<file path="src/rtl/hs_pkg.sv">
package hs_pkg;
  localparam int DATA_W = 32;

  localparam int B_CLK_RDY = 0;
  localparam int B_INIT    = 2;
  localparam int B_ACC_REQ = 3;
  localparam int B_GOING   = 4;
  localparam int B_PT_LO   = 24;
  localparam int B_RFKILL  = 27;
  localparam int B_SW_RST  = 7;

  typedef enum logic [2:0] {
    ST_OFF,
    ST_WAKE,
    ST_AWAKE,
    ST_DOZE,
    ST_ASLEEP
  } pwr_state_e;

  function automatic logic [2:0] kind_to_ptype(logic [1:0] kind);
    case (kind)
      2'd0:    return 3'b001;
      2'd1:    return 3'b010;
      default: return 3'b011;
    endcase
  endfunction
endpackage

</file>
<file path="src/rtl/hs_timer.sv">
module hs_timer #(
  parameter int CNT_W = 8
) (
  input  logic             clk_i,
  input  logic             rst_ni,
  input  logic             load_i,
  input  logic [CNT_W-1:0] load_val_i,
  input  logic             dec_i,
  output logic             zero_o
);
  logic [CNT_W-1:0] cnt_q;

  always_ff @(posedge clk_i or negedge rst_ni) begin
    if (!rst_ni)     cnt_q <= '0;
    else if (load_i) cnt_q <= load_val_i;
    else if (dec_i)  cnt_q <= cnt_q - 1'b1;
  end

  assign zero_o = (cnt_q == '0);

  // window counter never wraps
  a_r2_no_underflow: assert property (@(posedge clk_i) disable iff (!rst_ni)
    dec_i && !load_i |-> cnt_q != '0);
endmodule

</file>
<file path="src/rtl/hs_fsm.sv">
module hs_fsm
  import hs_pkg::*;
#(
  parameter int CNT_W     = 8,
  parameter int SLEEP_CYC = 4
) (
  input  logic             clk_i,
  input  logic             rst_ni,
  input  logic             init_done_i,
  input  logic             access_req_i,
  input  logic             sw_rst_i,
  input  logic             sleep_req_i,
  input  logic [1:0]       sleep_kind_i,
  input  logic [CNT_W-1:0] wake_lat_i,
  output logic             clk_ready_o,
  output logic             going_sleep_o,
  output logic [2:0]       ptype_o
);
  localparam logic [CNT_W-1:0] DOZE_LOAD = CNT_W'(SLEEP_CYC - 1);

  pwr_state_e       state_q, state_d;
  logic [1:0]       kind_q;
  logic [2:0]       ptype_q;
  logic             t_load, t_dec, t_zero;
  logic [CNT_W-1:0] t_val, wake_load;

  assign wake_load = (wake_lat_i == '0) ? '0 : wake_lat_i - 1'b1;

  hs_timer #(.CNT_W(CNT_W)) u_timer (
    .clk_i      (clk_i),
    .rst_ni     (rst_ni),
    .load_i     (t_load),
    .load_val_i (t_val),
    .dec_i      (t_dec),
    .zero_o     (t_zero)
  );

  always_comb begin
    state_d = state_q;
    t_load  = 1'b0;
    t_dec   = 1'b0;
    t_val   = wake_load;
    unique case (state_q)
      ST_OFF: if (init_done_i) begin
        state_d = ST_WAKE;
        t_load  = 1'b1;
      end
      ST_WAKE: begin
        if (!init_done_i) state_d = ST_OFF;
        else if (t_zero)  state_d = ST_AWAKE;
        else              t_dec   = 1'b1;
      end
      ST_AWAKE: begin
        if (!init_done_i) state_d = ST_OFF;
        else if (sleep_req_i && !access_req_i) begin
          state_d = ST_DOZE;
          t_load  = 1'b1;
          t_val   = DOZE_LOAD;
        end
      end
      ST_DOZE: begin
        if (!init_done_i)      state_d = ST_OFF;
        else if (access_req_i) state_d = ST_AWAKE;
        else if (t_zero)       state_d = ST_ASLEEP;
        else                   t_dec   = 1'b1;
      end
      ST_ASLEEP: begin
        if (!init_done_i) state_d = ST_OFF;
        else if (access_req_i) begin
          state_d = ST_WAKE;
          t_load  = 1'b1;
        end
      end
      default: state_d = ST_OFF;
    endcase
    if (sw_rst_i) begin
      state_d = ST_OFF;
      t_load  = 1'b0;
      t_dec   = 1'b0;
    end
  end

  always_ff @(posedge clk_i or negedge rst_ni) begin
    if (!rst_ni) begin
      state_q <= ST_OFF;
      kind_q  <= '0;
      ptype_q <= '0;
    end else begin
      state_q <= state_d;
      if (state_q == ST_AWAKE && state_d == ST_DOZE) kind_q <= sleep_kind_i;
      if (state_d != ST_ASLEEP)     ptype_q <= 3'b000;
      else if (state_q == ST_DOZE)  ptype_q <= kind_to_ptype(kind_q);
    end
  end

  assign clk_ready_o   = (state_q == ST_AWAKE) || (state_q == ST_DOZE);
  assign going_sleep_o = (state_q == ST_DOZE);
  assign ptype_o       = ptype_q;

  // no clock-ready once init-done was low at the previous edge
  a_r7_off_without_init: assert property (@(posedge clk_i) disable iff (!rst_ni)
    !$past(init_done_i) |-> !clk_ready_o);
  // sleep warning only starts without an access request
  a_r4_sleep_needs_idle: assert property (@(posedge clk_i) disable iff (!rst_ni)
    $rose(going_sleep_o) |-> !$past(access_req_i));
  // warning window stays clocked
  a_r4_going_clocked: assert property (@(posedge clk_i) disable iff (!rst_ni)
    going_sleep_o |-> clk_ready_o);
  // held access request keeps the domain awake
  a_r5_keep_awake: assert property (@(posedge clk_i) disable iff (!rst_ni)
    $past(access_req_i) && $past(init_done_i) && $past(clk_ready_o) && !$past(sw_rst_i)
    |-> clk_ready_o && !going_sleep_o);
  // power-save type nonzero only while unclocked
  a_r6_ptype_asleep: assert property (@(posedge clk_i) disable iff (!rst_ni)
    ptype_o != 3'b000 |-> !clk_ready_o);
endmodule

</file>
<file path="src/rtl/hs_regs.sv">
module hs_regs
  import hs_pkg::*;
#(
  parameter int ADDR_W = 4
) (
  input  logic              clk_i,
  input  logic              rst_ni,
  input  logic              we_i,
  input  logic [ADDR_W-1:0] addr_i,
  input  logic [DATA_W-1:0] wdata_i,
  input  logic              clk_ready_i,
  input  logic              going_sleep_i,
  input  logic [2:0]        ptype_i,
  input  logic              rf_kill_i,
  output logic              init_done_o,
  output logic              access_req_o,
  output logic              sw_rst_o,
  output logic [DATA_W-1:0] rdata_o
);
  localparam logic [ADDR_W-1:0] A_CTRL = ADDR_W'(0);
  localparam logic [ADDR_W-1:0] A_RST  = ADDR_W'(1);

  logic init_q, acc_q, ctrl_we;
  logic wdata_unused;

  assign wdata_unused = ^{wdata_i[DATA_W-1:8], wdata_i[6:4], wdata_i[1:0]};
  assign ctrl_we  = we_i && (addr_i == A_CTRL);
  assign sw_rst_o = we_i && (addr_i == A_RST) && wdata_i[B_SW_RST];

  always_ff @(posedge clk_i or negedge rst_ni) begin
    if (!rst_ni) begin
      init_q <= 1'b0;
      acc_q  <= 1'b0;
    end else if (sw_rst_o) begin
      init_q <= 1'b0;
      acc_q  <= 1'b0;
    end else if (ctrl_we) begin
      init_q <= wdata_i[B_INIT];
      acc_q  <= wdata_i[B_ACC_REQ];
    end
  end

  always_comb begin
    rdata_o = '0;
    if (addr_i == A_CTRL) begin
      rdata_o[B_CLK_RDY]          = clk_ready_i;
      rdata_o[B_INIT]             = init_q;
      rdata_o[B_ACC_REQ]          = acc_q;
      rdata_o[B_GOING]            = going_sleep_i;
      rdata_o[B_PT_LO+2:B_PT_LO]  = ptype_i;
      rdata_o[B_RFKILL]           = rf_kill_i;
    end
  end

  assign init_done_o  = init_q;
  assign access_req_o = acc_q;

  // reset command clears both host bits
  a_r8_rst_clears: assert property (@(posedge clk_i) disable iff (!rst_ni)
    sw_rst_o |=> !init_done_o && !access_req_o);
  // host bits change only through a write
  a_r10_bits_stable: assert property (@(posedge clk_i) disable iff (!rst_ni)
    !$past(we_i) |-> $stable(init_done_o) && $stable(access_req_o));
endmodule

</file>
<file path="src/rtl/pwr_handshake_ctrl.sv">
module pwr_handshake_ctrl
  import hs_pkg::*;
#(
  parameter int ADDR_W    = 4,
  parameter int CNT_W     = 8,
  parameter int SLEEP_CYC = 4
) (
  input  logic              clk_i,
  input  logic              rst_ni,
  input  logic              reg_we_i,
  input  logic [ADDR_W-1:0] reg_addr_i,
  input  logic [31:0]       reg_wdata_i,
  output logic [31:0]       reg_rdata_o,
  input  logic              rf_kill_i,
  input  logic              sleep_req_i,
  input  logic [1:0]        sleep_kind_i,
  input  logic [CNT_W-1:0]  wake_lat_i,
  output logic              access_ok_o
);
  logic       init_done, access_req, sw_rst;
  logic       clk_ready, going_sleep;
  logic [2:0] ptype;

  hs_regs #(.ADDR_W(ADDR_W)) u_regs (
    .clk_i         (clk_i),
    .rst_ni        (rst_ni),
    .we_i          (reg_we_i),
    .addr_i        (reg_addr_i),
    .wdata_i       (reg_wdata_i),
    .clk_ready_i   (clk_ready),
    .going_sleep_i (going_sleep),
    .ptype_i       (ptype),
    .rf_kill_i     (rf_kill_i),
    .init_done_o   (init_done),
    .access_req_o  (access_req),
    .sw_rst_o      (sw_rst),
    .rdata_o       (reg_rdata_o)
  );

  hs_fsm #(.CNT_W(CNT_W), .SLEEP_CYC(SLEEP_CYC)) u_fsm (
    .clk_i         (clk_i),
    .rst_ni        (rst_ni),
    .init_done_i   (init_done),
    .access_req_i  (access_req),
    .sw_rst_i      (sw_rst),
    .sleep_req_i   (sleep_req_i),
    .sleep_kind_i  (sleep_kind_i),
    .wake_lat_i    (wake_lat_i),
    .clk_ready_o   (clk_ready),
    .going_sleep_o (going_sleep),
    .ptype_o       (ptype)
  );

  assign access_ok_o = clk_ready && !going_sleep;

  // access only when clocked and not about to sleep
  a_r3_ok_gated: assert property (@(posedge clk_i) disable iff (!rst_ni)
    access_ok_o |-> reg_rdata_o[B_CLK_RDY] || (reg_addr_i != '0));
  // reset command drops clock-ready at once
  a_r8_rst_drops_ready: assert property (@(posedge clk_i) disable iff (!rst_ni)
    sw_rst |=> !access_ok_o);
endmodule

</file>
<file path="config.mk">
export PLATFORM = sky130hd
export DESIGN_NAME = pwr_handshake_ctrl
export DESIGN_NICKNAME = d
export VERILOG_FILES = /design/src/rtl/hs_pkg.sv /design/src/rtl/hs_timer.sv /design/src/rtl/hs_fsm.sv /design/src/rtl/hs_regs.sv /design/src/rtl/pwr_handshake_ctrl.sv
export SDC_FILE = /design/constraint.sdc
export NUM_CORES = 1
export LEC_CHECK = 0
export BUFFER_PORTS_ARGS = -buffer_cell sky130_fd_sc_hd__buf_2
export CORE_ASPECT_RATIO = 1.75
export CORE_MARGIN = 5
export CORE_UTILIZATION = 40
export CTS_CLUSTER_SIZE = 8
export DETAILED_ROUTE_END_ITERATION = 10
export GPL_ROUTABILITY_DRIVEN = 1
export PLACE_DENSITY = 0.87
export SLEW_MARGIN = 20
export SYNTH_ARGS = -nofsm -noshare
export SYNTH_HDL_FRONTEND = slang
export SYNTH_SLANG_ARGS = --single-unit
</file>
<file path="constraint.sdc">
create_clock -name clk_i -period 2.15 [get_ports clk_i]
set_clock_uncertainty 0.05 [all_clocks]
set_input_delay 0.43 -clock clk_i [delete_from_list [all_inputs] [get_ports clk_i]]
set_output_delay 0.43 -clock clk_i [all_outputs]
set_load 0.02 [all_outputs]
</file>
After elaboration in Yosys (flattened, before gate mapping):

Index checks and enable logic that the tools add are counted.

* add/sub/neg operators: 2
* equal/unequal tests: 8
* mux-type cells: 41
* reduce and logical (&&, ||, !) cells: 17

Operators by type and width (number)
* $mux W8: 6
* $mux W3: 14
* $logic_not A8 Y1: 2
* $mux W1: 16
* $sub A8 B1 Y8 const B: 2
* $pmux W3 S5: 1
* $eq A3 B2 Y1 const B: 3
* $logic_and A1 B1 Y1: 6
* $reduce_bool A2 Y1: 3
* $eq A4 B1 Y1 const B: 1
* $logic_not A4 Y1: 1
* $mux W4: 1
* $pmux W2 S2: 1
* $eq A3 B1 Y1 const B: 1
* $eq A3 B3 Y1 const B: 1
* $logic_not A3 Y1: 1
* $ne A3 B3 Y1 const B: 1
* $pmux W1 S3: 1
* $eq A2 B1 Y1 const B: 1
* $logic_not A1 Y1: 2
* $logic_not A2 Y1: 1
* $pmux W1 S2: 1
* $logic_or A1 B1 Y1: 1

* register bits: 18

Depth between registers and ports, before layout:

Gate-level depths: netlist (run 1).

* word-level depth: 8
* gate-level depth with buffers: 7
* gate-level depth less buffers: 7

Hierarchy:

A second synthesis (run 1) with hierarchy kept.

* cell total of the unflattened synthesis: 174
* area, all modules: 1485.2 sq um

Modules (own cells, without submodules)
* hs_fsm: cells each 78, times used 1, seq. area each 175.2 sq um, area an instance 634.4 sq um
* hs_timer: cells each 52, times used 1, seq. area each 200.2 sq um, area an instance 467.9 sq um
* hs_regs: cells each 43, times used 1, seq. area each 50.0 sq um, area an instance 369.1 sq um
* pwr_handshake_ctrl: cells each 1, times used 1, seq. area each 0.0 sq um, area an instance 13.8 sq um

Least setup slack after synthesis (run 1):

No wires, ideal clock.

* path kind: flip-flop to flip-flop
* from: reg u_fsm.u_timer.cnt_q[0]
* to: reg u_fsm.u_timer.cnt_q[1]
* path slack: 0.070 ns
* required time: 1.975 ns
* buffers on the path: 0
* cell stages (with the launch flop): 8
* arrival time: 1.905 ns
* clock period less this slack: 2.080 ns
* cells stage by stage: dfrtp_1 > inv_1 > ha_1 > or4b_4 > o2111ai_4 > nor2_4 > mux2i_1 > mux2_2

* longest elaborated chain between the ends: 7
* elaborated cells on any way between the ends: 11
* classes of those cells: 1 x add/sub; 8 x mux; 2 x reduce/logical

Ends and longest elaborated chain
* start: declaration: RTL line hs_timer.sv:11 `logic [CNT_W-1:0] cnt_q;`
* start signal: assignment: RTL line hs_timer.sv:15 `else if (load_i) cnt_q <= load_val_i;`
* start signal: assignment: RTL line hs_timer.sv:16 `else if (dec_i) cnt_q <= cnt_q - 1'b1;`
* $logic_not A8 Y1: RTL line hs_timer.sv:19 `assign zero_o = (cnt_q == '0);`
* $mux W1: RTL line hs_fsm.sv:50, hs_fsm.sv:64
* $mux W1: RTL line hs_fsm.sv:63 `else if (access_req_i) state_d = ST_AWAKE;`
* $mux W1: RTL line hs_fsm.sv:62 `if (!init_done_i) state_d = ST_OFF;`
* $pmux W1 S2: RTL line hs_fsm.sv:43 `unique case (state_q)`
* $mux W1: RTL line hs_fsm.sv:76 `if (sw_rst_i) begin`
* $reduce_bool A2 Y1 (no line)

Several ways; a longest one is shown, not always the timed one. The select of a mux whose other input is x is not followed.
A chain may end at the register's enable or synchronous reset.

Worst setup path in the final report (run 1):

* from: reg u_fsm.u_timer.cnt_q[1]
* to: reg u_fsm.u_timer.cnt_q[1]

Same word-level chain as after synthesis.

==> key figures, run 1 <==
Placed design
  – IO Port Bufs: 29
  – DP Area: 0.00156 sq mm
  – GP Congestion: 0.833
  – Post-detail-place hpwl: 2420 microns

Synthesis
  – Mean Syn Cell Area: 9.07 sq um
  – Most frequent cell after synthesis: buf_4
  – Synth Warn #: 0
  – Post-synth ARST share: 1.00
  – Library cells used by synthesis: 51
  – Main area contributors after synthesis: dfrtp_1 (30%), buf_4 (13%), inv_1 (3.4%)
  – Synth top area share: 0.295
  – Yosys reg bits: 17
  – Area leader, netlist: dfrtp_1
  – Most frequent cells after synthesis: buf_4 (25), dfrtp_1 (17), inv_1 (13)
  – Ys flop type: dfrtp_1
  – Number of flops mapped to enable cells by yosys: 0
  – Mapped Cells: 159
  – Cell area after synthesis: 0.00144 sq mm
  – Post-synthesis sequential area ratio: 0.295

Timing
  – Slew Viols, Final: 0
  – Fmax: 472 MHz
  – Slew headroom: 0.608
  – Unrepaired setup endpoints after global routing: true
  – Slew @ Worst Pin: 0.587 ns
  – Final setup viols: 0
  – Final period utilization: 0.985
  – Hold Fails Final Rpt: 0
  – Fin crit period: 2.12 ns

Routing
  – Vias: 1206
  – Vias per cell: 4.94
  – Drt pass-1 iters: 4
  – Drt wl/cell: 12.2 microns
  – Antenna-violating nets left: 0
  – DR iter-0 viols: 20
  – Routed WL: 2980 microns
  – DRC: 0

Flow run
  – MaxCap Viol Count: 0

Floorplanning
  – IO Pins: 84
  – Chip Height: 89.4 microns
  – Starting Density: 0.405
  – DIE AREA: 0.00495 sq mm
  – Core area: 0.00356 sq mm
  – Overall die width: 55.4 microns
  – Core Rows: 29

Critical path
  – Setup CP Type: register to register
  – Critical Path RT: 2.23 ns
  – Arrival time worst endpoint: 2.20 ns
  – CP Capture Type: register
  – Type of origin of the critical path: register
  – Crit path max fanout: 5

Finish
  – Layout area overhead: 15.8%
  – Multi-input gate area: 865 sq um
  – Fin util: 0.469
  – FF/Latch Area: 425 sq um
  – Final instance area: 0.00167 sq mm
  – Layout cells sized above 1: 0.323
  – Nets: 253
  – Fill cells: 363
  – Ant. Diodes: 0

Power and ir drop
  – Power density cells: 764 mW/mm^2
  – Total power: 1.27 mW
  – Switching part of the total power: 0.385
  – Max IR drop VDD: 0.402 mV
  – Combinational share of power: 0.425
  – Leakage: 0.795 nW
  – Sequential Power Share: 0.391
  – Switching power: 490 uW
  – Int Pwr: 784 uW
  – Clk pwr share: 0.185

Clock network
  – Num Clock Sinks: 17
  – H-tree levels: 1
  – TritonCTS buffer count: 3
  – Deepest clock path buffer count: 2
  – CTS root buf: clkbuf_8
  – Later-pin clock latency in the skew report: 0.25 ns
  – Clock-pin slew on the worst setup and hold paths: 0.06 ns
  – CTS tree: built

GRT
  – Largest net degree at the start of global routing: 18
  – First-pass GRT wire length: 5020 microns
  – Gr usage total: 0.126
  – Total congestion overflow: 0
  – Vias in the first global route: 1150
  – Initial antenna violation count: 0

Outcome
  – Outcome: complete, no violations

Min path
  – Min-Delay Path Class: primary input to asynchronous set/reset pin
-- flip-flops by register name, summed over array words and instances (netlist names) --
register and count:
u_fsm.kind_q 2, u_regs.init_done_o 1, u_fsm.u_timer.cnt_q 8, u_regs.access_req_o 1, u_fsm.ptype_o 2, u_fsm.state_q 3
-- cells in the final DEF (no fill, tap or decap), types with 4 or more instances in the layout --
master	instances
buf_2	29
buf_4	8
inv_1	11
nor3_1	6
dfrtp_1	17
o21ai_0	4
nand2_1	8
nor2_1	8
and2_1	6
a21oi_1	8
conb_1	25
nor4_1	4
xor2_1	5
-- worst paths after layout --
check,from,endpoint,slack [ns],depth (start not counted)
worst max-delay path,u_fsm.u_timer.cnt_q[1],u_fsm.u_timer.cnt_q[1],0.03,7
worst min-delay path,rst_ni,u_fsm.state_q[1],0.04,1
worst max register to register,u_fsm.u_timer.cnt_q[1],u_fsm.u_timer.cnt_q[1],0.03,7
worst min register to register,u_fsm.kind_q[0],u_fsm.kind_q[0],0.48,1
max in group asynchronous,rst_ni,u_regs.access_req_o,1.75,1
min in group clk_i,sleep_kind_i[1],u_fsm.kind_q[1],0.36,2
-- timing repair --
action                     4_1_cts  5_1_grt
pin swaps                        1        4
gates resized for setup          0       10
hold buffers                     0        0
setup endpoints to repair        1        5
buffers inserted                 0        5
-- power groups by stage --
stage,combinational [mW],sequential [mW],clock [mW]
floorplan,0.399,0.467,0
global placement,0.444,0.492,0
detailed placement,0.463,0.501,0
CTS,0.465,0.495,0.238
global route,0.606,0.511,0.257
finish,0.541,0.498,0.235
-- critical path, cell delays in order, from the launching register on --
cell,delay (ns)
dfrtp_1,0.39
inv_2,0.08
ha_4,0.13
or4b_4,0.52
o2111ai_4,0.34
nor2_4,0.10
mux2i_1,0.13
mux2_4,0.26
-- metrics by stage --
stage	hold slack (ns)	cells	TNS [ns]	worst slack, ns
2_1_floorplan	0.0844	183	0	0.0704
3_3_place_gp	0.317	235	0	0.0532
3_5_place_dp	0.319	235	0	0.00270
4_1_cts	0.0498	239	0	0.0147
5_1_grt	0.0637	244	-0.0994	-0.0389
6_report	0.0367	244	0	0.0330
-- cells by family after synthesis --
family / count (synthesis) / share of synthesized area
AND/OR/NAND/NOR: 57 / 0.267
buffers and inverters: 41 / 0.182
AO/OA/AOI/OAI: 29 / 0.155
flip-flops: 17 / 0.295
XOR/XNOR: 7 / 0.0425
multiplexers: 4 / 0.0304
adder cells (fa/ha/maj): 3 / 0.0260
other: 1 / 0.00260
-- layer usage --
metal / GRT usage / part of all wire / wire length [microns] / vias up
li1: - / - / - / 586
met2: 0.238 / 0.51 / 1510 / 65
met1: 0.123 / 0.38 / 1120 / 546
met5: 0 / 0 / 0 / -
met3: 0.0347 / 0.088 / 261 / 9
met4: 0.0730 / 0.029 / 87 / 0
-- cell type report --
cell class,count,area share
clock buffer,4,0.0270
inverter,13,0.0292
multi-input combinational,125,0.518
sequential,17,0.255
tap,46,0.0345
timing repair buffer,39,0.136
Power figures use the tool's default switching activity.
==> run 2: changes to the inputs <==
--- a/config.mk
+++ b/config.mk
@@ -7,7 +7,6 @@
 export LEC_CHECK = 0
 export BUFFER_PORTS_ARGS = -buffer_cell sky130_fd_sc_hd__buf_2
 export CORE_ASPECT_RATIO = 1.75
-export CORE_MARGIN = 5
 export CORE_UTILIZATION = 40
 export CTS_CLUSTER_SIZE = 8
 export DETAILED_ROUTE_END_ITERATION = 10
==> run 2 against run 1 <==
Net effect: fmax grew 3.2%; first-iteration DRC count rose by 40%; sequential power shrank 1%; global-route usage increased by 3.6 points; register-to-register slack gained 0.07 ns; worst hold slack got worse by 0.0016 ns; die area shrank 22%; largest power group unchanged; highest routed layer unchanged.
==> key figures, run 2 (synthesis results as in run 1) <==
Outcome
  – Outcome: complete, no violations

Power and ir drop
  – Clk pwr share: 0.184 (about the same)
  – Combinational share of power: 0.428 (+0.003)
  – Sequential Power Share: 0.387 (-0.004)
  – Leakage: 0.786 nW (-1.2%)
  – Switching part of the total power: 0.385 (+0.000835)
  – Max IR drop VDD: 0.553 mV (+38%)
  – Switching power: 491 uW (+0.11%)
  – Int Pwr: 783 uW (-0.24%)
  – Power density cells: 764 mW/mm^2 (about the same)

Timing
  – Slew headroom: 0.592 (-0.0160)
  – Final period utilization: 0.954 (-0.0309)
  – Slew Viols, Final: 0 (unchanged)
  – Worst Setup Slack, final: 0.0995 ns (+0.0665 ns)
  – Fin crit period: 2.05 ns (-0.0665 ns)
  – Fmax: 488 MHz (+3.2%)
  – Slew @ Worst Pin: 0.611 ns (+0.0240 ns)
  – Final setup viols: 0 (unchanged)
  – Setup TNS: 0 ns (unchanged)
  – Unrepaired setup endpoints after global routing: false
  – Hold Fails Final Rpt: 0 (unchanged)

Routing
  – Routed WL: 2820 microns (-5.4%)
  – DR iter-0 viols: 28 (+40%)
  – DRC: 0 (unchanged)
  – Drt pass-1 iters: 4 (unchanged)
  – Antenna-violating nets left: 0 (unchanged)
  – Vias: 1214 (+0.66%)
  – Vias per cell: 5.04 (+1.9%)
  – Drt wl/cell: 11.7 microns (-4.2%)

Clock network
  – Clock-pin slew on the worst setup and hold paths: 0.06 ns (about the same)
  – Deepest clock path buffer count: 2 (unchanged)
  – TritonCTS buffer count: 3 (unchanged)
  – Later-pin clock latency in the skew report: 0.25 ns (about the same)
  – CTS root buf: clkbuf_8
  – H-tree levels: 1 (unchanged)
  – Num Clock Sinks: 17 (unchanged)
  – CTS Hold Buffers Added: 0 (unchanged)
  – CTS tree: built

Flow run
  – MaxCap Viol Count: 0 (unchanged)

Critical path
  – Reg2reg start: u_fsm.u_timer.cnt_q[1]
  – Setup CP Type: register to register
  – Type of origin of the critical path: register
  – CP Capture Type: register
  – Critical Path RT: 2.24 ns (about the same)
  – Arrival time worst endpoint: 2.14 ns (-0.06 ns)
  – CP startpoint: u_fsm.u_timer.cnt_q[1]
  – Crit path max fanout: 6 (+1)

Finish
  – Commonest non-fill, non-tap cell in the layout: buf_2
  – FF/Latch Area: 425 sq um (unchanged)
  – Fill cells: 338 (-6.9%)
  – Nets: 251 (-0.79%)
  – Layout area overhead: 15.6%
  – Multi-input gate area: 866 sq um (+0.14%)
  – Largest regs: u_fsm.u_timer.cnt_q x8, u_fsm.state_q x3
  – Max reg flops: 8 (unchanged)
  – Layout cells sized above 1: 0.316 (-0.00691)
  – Commonest non-fill, non-tap cells in the layout: buf_2 (29), conb_1 (25), dfrtp_1 (17), inv_1 (12)
  – Ant. Diodes: 0 (unchanged)
  – Largest register by flop count: u_fsm.u_timer.cnt_q

Floorplanning
  – Core area: 0.00340 sq mm (-4.4%)
  – Chip Height: 81.4 microns (-8.9%)
  – Overall die width: 47.4 microns (-14%)
  – DIE AREA: 0.00386 sq mm (-22%)
  – IO Pins: 84 (unchanged)
  – Starting Density: 0.424 (+0.0188)
  – Core Rows: 28 (-3.4%)

GRT
  – Largest net degree at the start of global routing: 18 (unchanged)
  – Vias in the first global route: 1082 (-5.9%)
  – First-pass GRT wire length: 4420 microns (-12%)
  – Gr usage total: 0.162 (+0.0358)
  – Initial antenna violation count: 0 (unchanged)
  – Total congestion overflow: 0 (unchanged)

Placed design
  – IO Port Bufs: 29 (unchanged)
  – GP Congestion: 0.883 (+6.0%)
  – Place WS: 0.0507 ns (+0.0480 ns)
  – Post-detail-place hpwl: 2330 microns (-3.7%)

Min path
  – Min-Delay Path Class: primary input to asynchronous set/reset pin
[run 2: changes by cell type in the layout (fill, tap and decap cells not counted), sizes merged]
cell  delta
buf      -2
[run 2: path summary, 6_finish.rpt]
kind	end	slack (ns)	cells past startpoint
hold reg to reg	u_fsm.kind_q[1]	0.49	1
max in group asynchronous	u_fsm.u_timer.cnt_q[3]	1.74	1
setup / recovery	u_fsm.u_timer.cnt_q[5]	0.1	7
setup reg to reg	u_fsm.u_timer.cnt_q[5]	0.1	7
hold / removal	u_fsm.state_q[1]	0.04	1
min in group clk_i	u_fsm.kind_q[0]	0.36	2
[run 2: layout make-up]
class,instances,area share
timing repair buffer,37,0.135
multi-input combinational,125,0.520
sequential,17,0.255
clock buffer,4,0.0270
inverter,13,0.0293
tap,45,0.0338
[run 2: critical path: stages, from the launching register on]
cell and delay, ns:
dfrtp_1 0.39, inv_2 0.09, ha_4 0.14, or4b_4 0.51, o2111ai_4 0.28, buf_6 0.16, nor4b_1 0.05, a221o_1 0.26
[run 2: power groups by stage]
stage                     Sequential [mW]  Clock (mW)  Combinational, mW
final                               0.493       0.235              0.545
after global routing                0.507       0.252              0.599
after CTS                           0.491       0.245              0.498
after detailed placement            0.496           0              0.497
after global placement              0.492           0              0.470
after floorplan                     0.467           0              0.399
[run 2: through the flow]
stage	total power [mW]	instances	instance area [sq um]	hold slack [ns]	util
2_1_floorplan	0.866	183	1530	0.0844	-
3_3_place_gp	0.963	237	1590	0.315	0.468
3_5_place_dp	0.993	237	1590	0.326	0.468
4_1_cts	1.23	241	1640	0.0480	0.482
5_1_grt	1.36	241	1670	0.0666	0.490
6_report	1.27	241	1670	0.0351	0.490
[run 2: layer usage]
layer | track usage | part of all wire
met1 | 0.156 | 0.35
met3 | 0.0110 | 0.054
met2 | 0.299 | 0.57
met5 | 0 | 0
met4 | 0.114 | 0.034
[run 2: what timing repair did]
item / in CTS / in global routing
endpoints found under the setup margin: 0 / 9
resized for setup: 0 / 7
setup buffers: 0 / 0
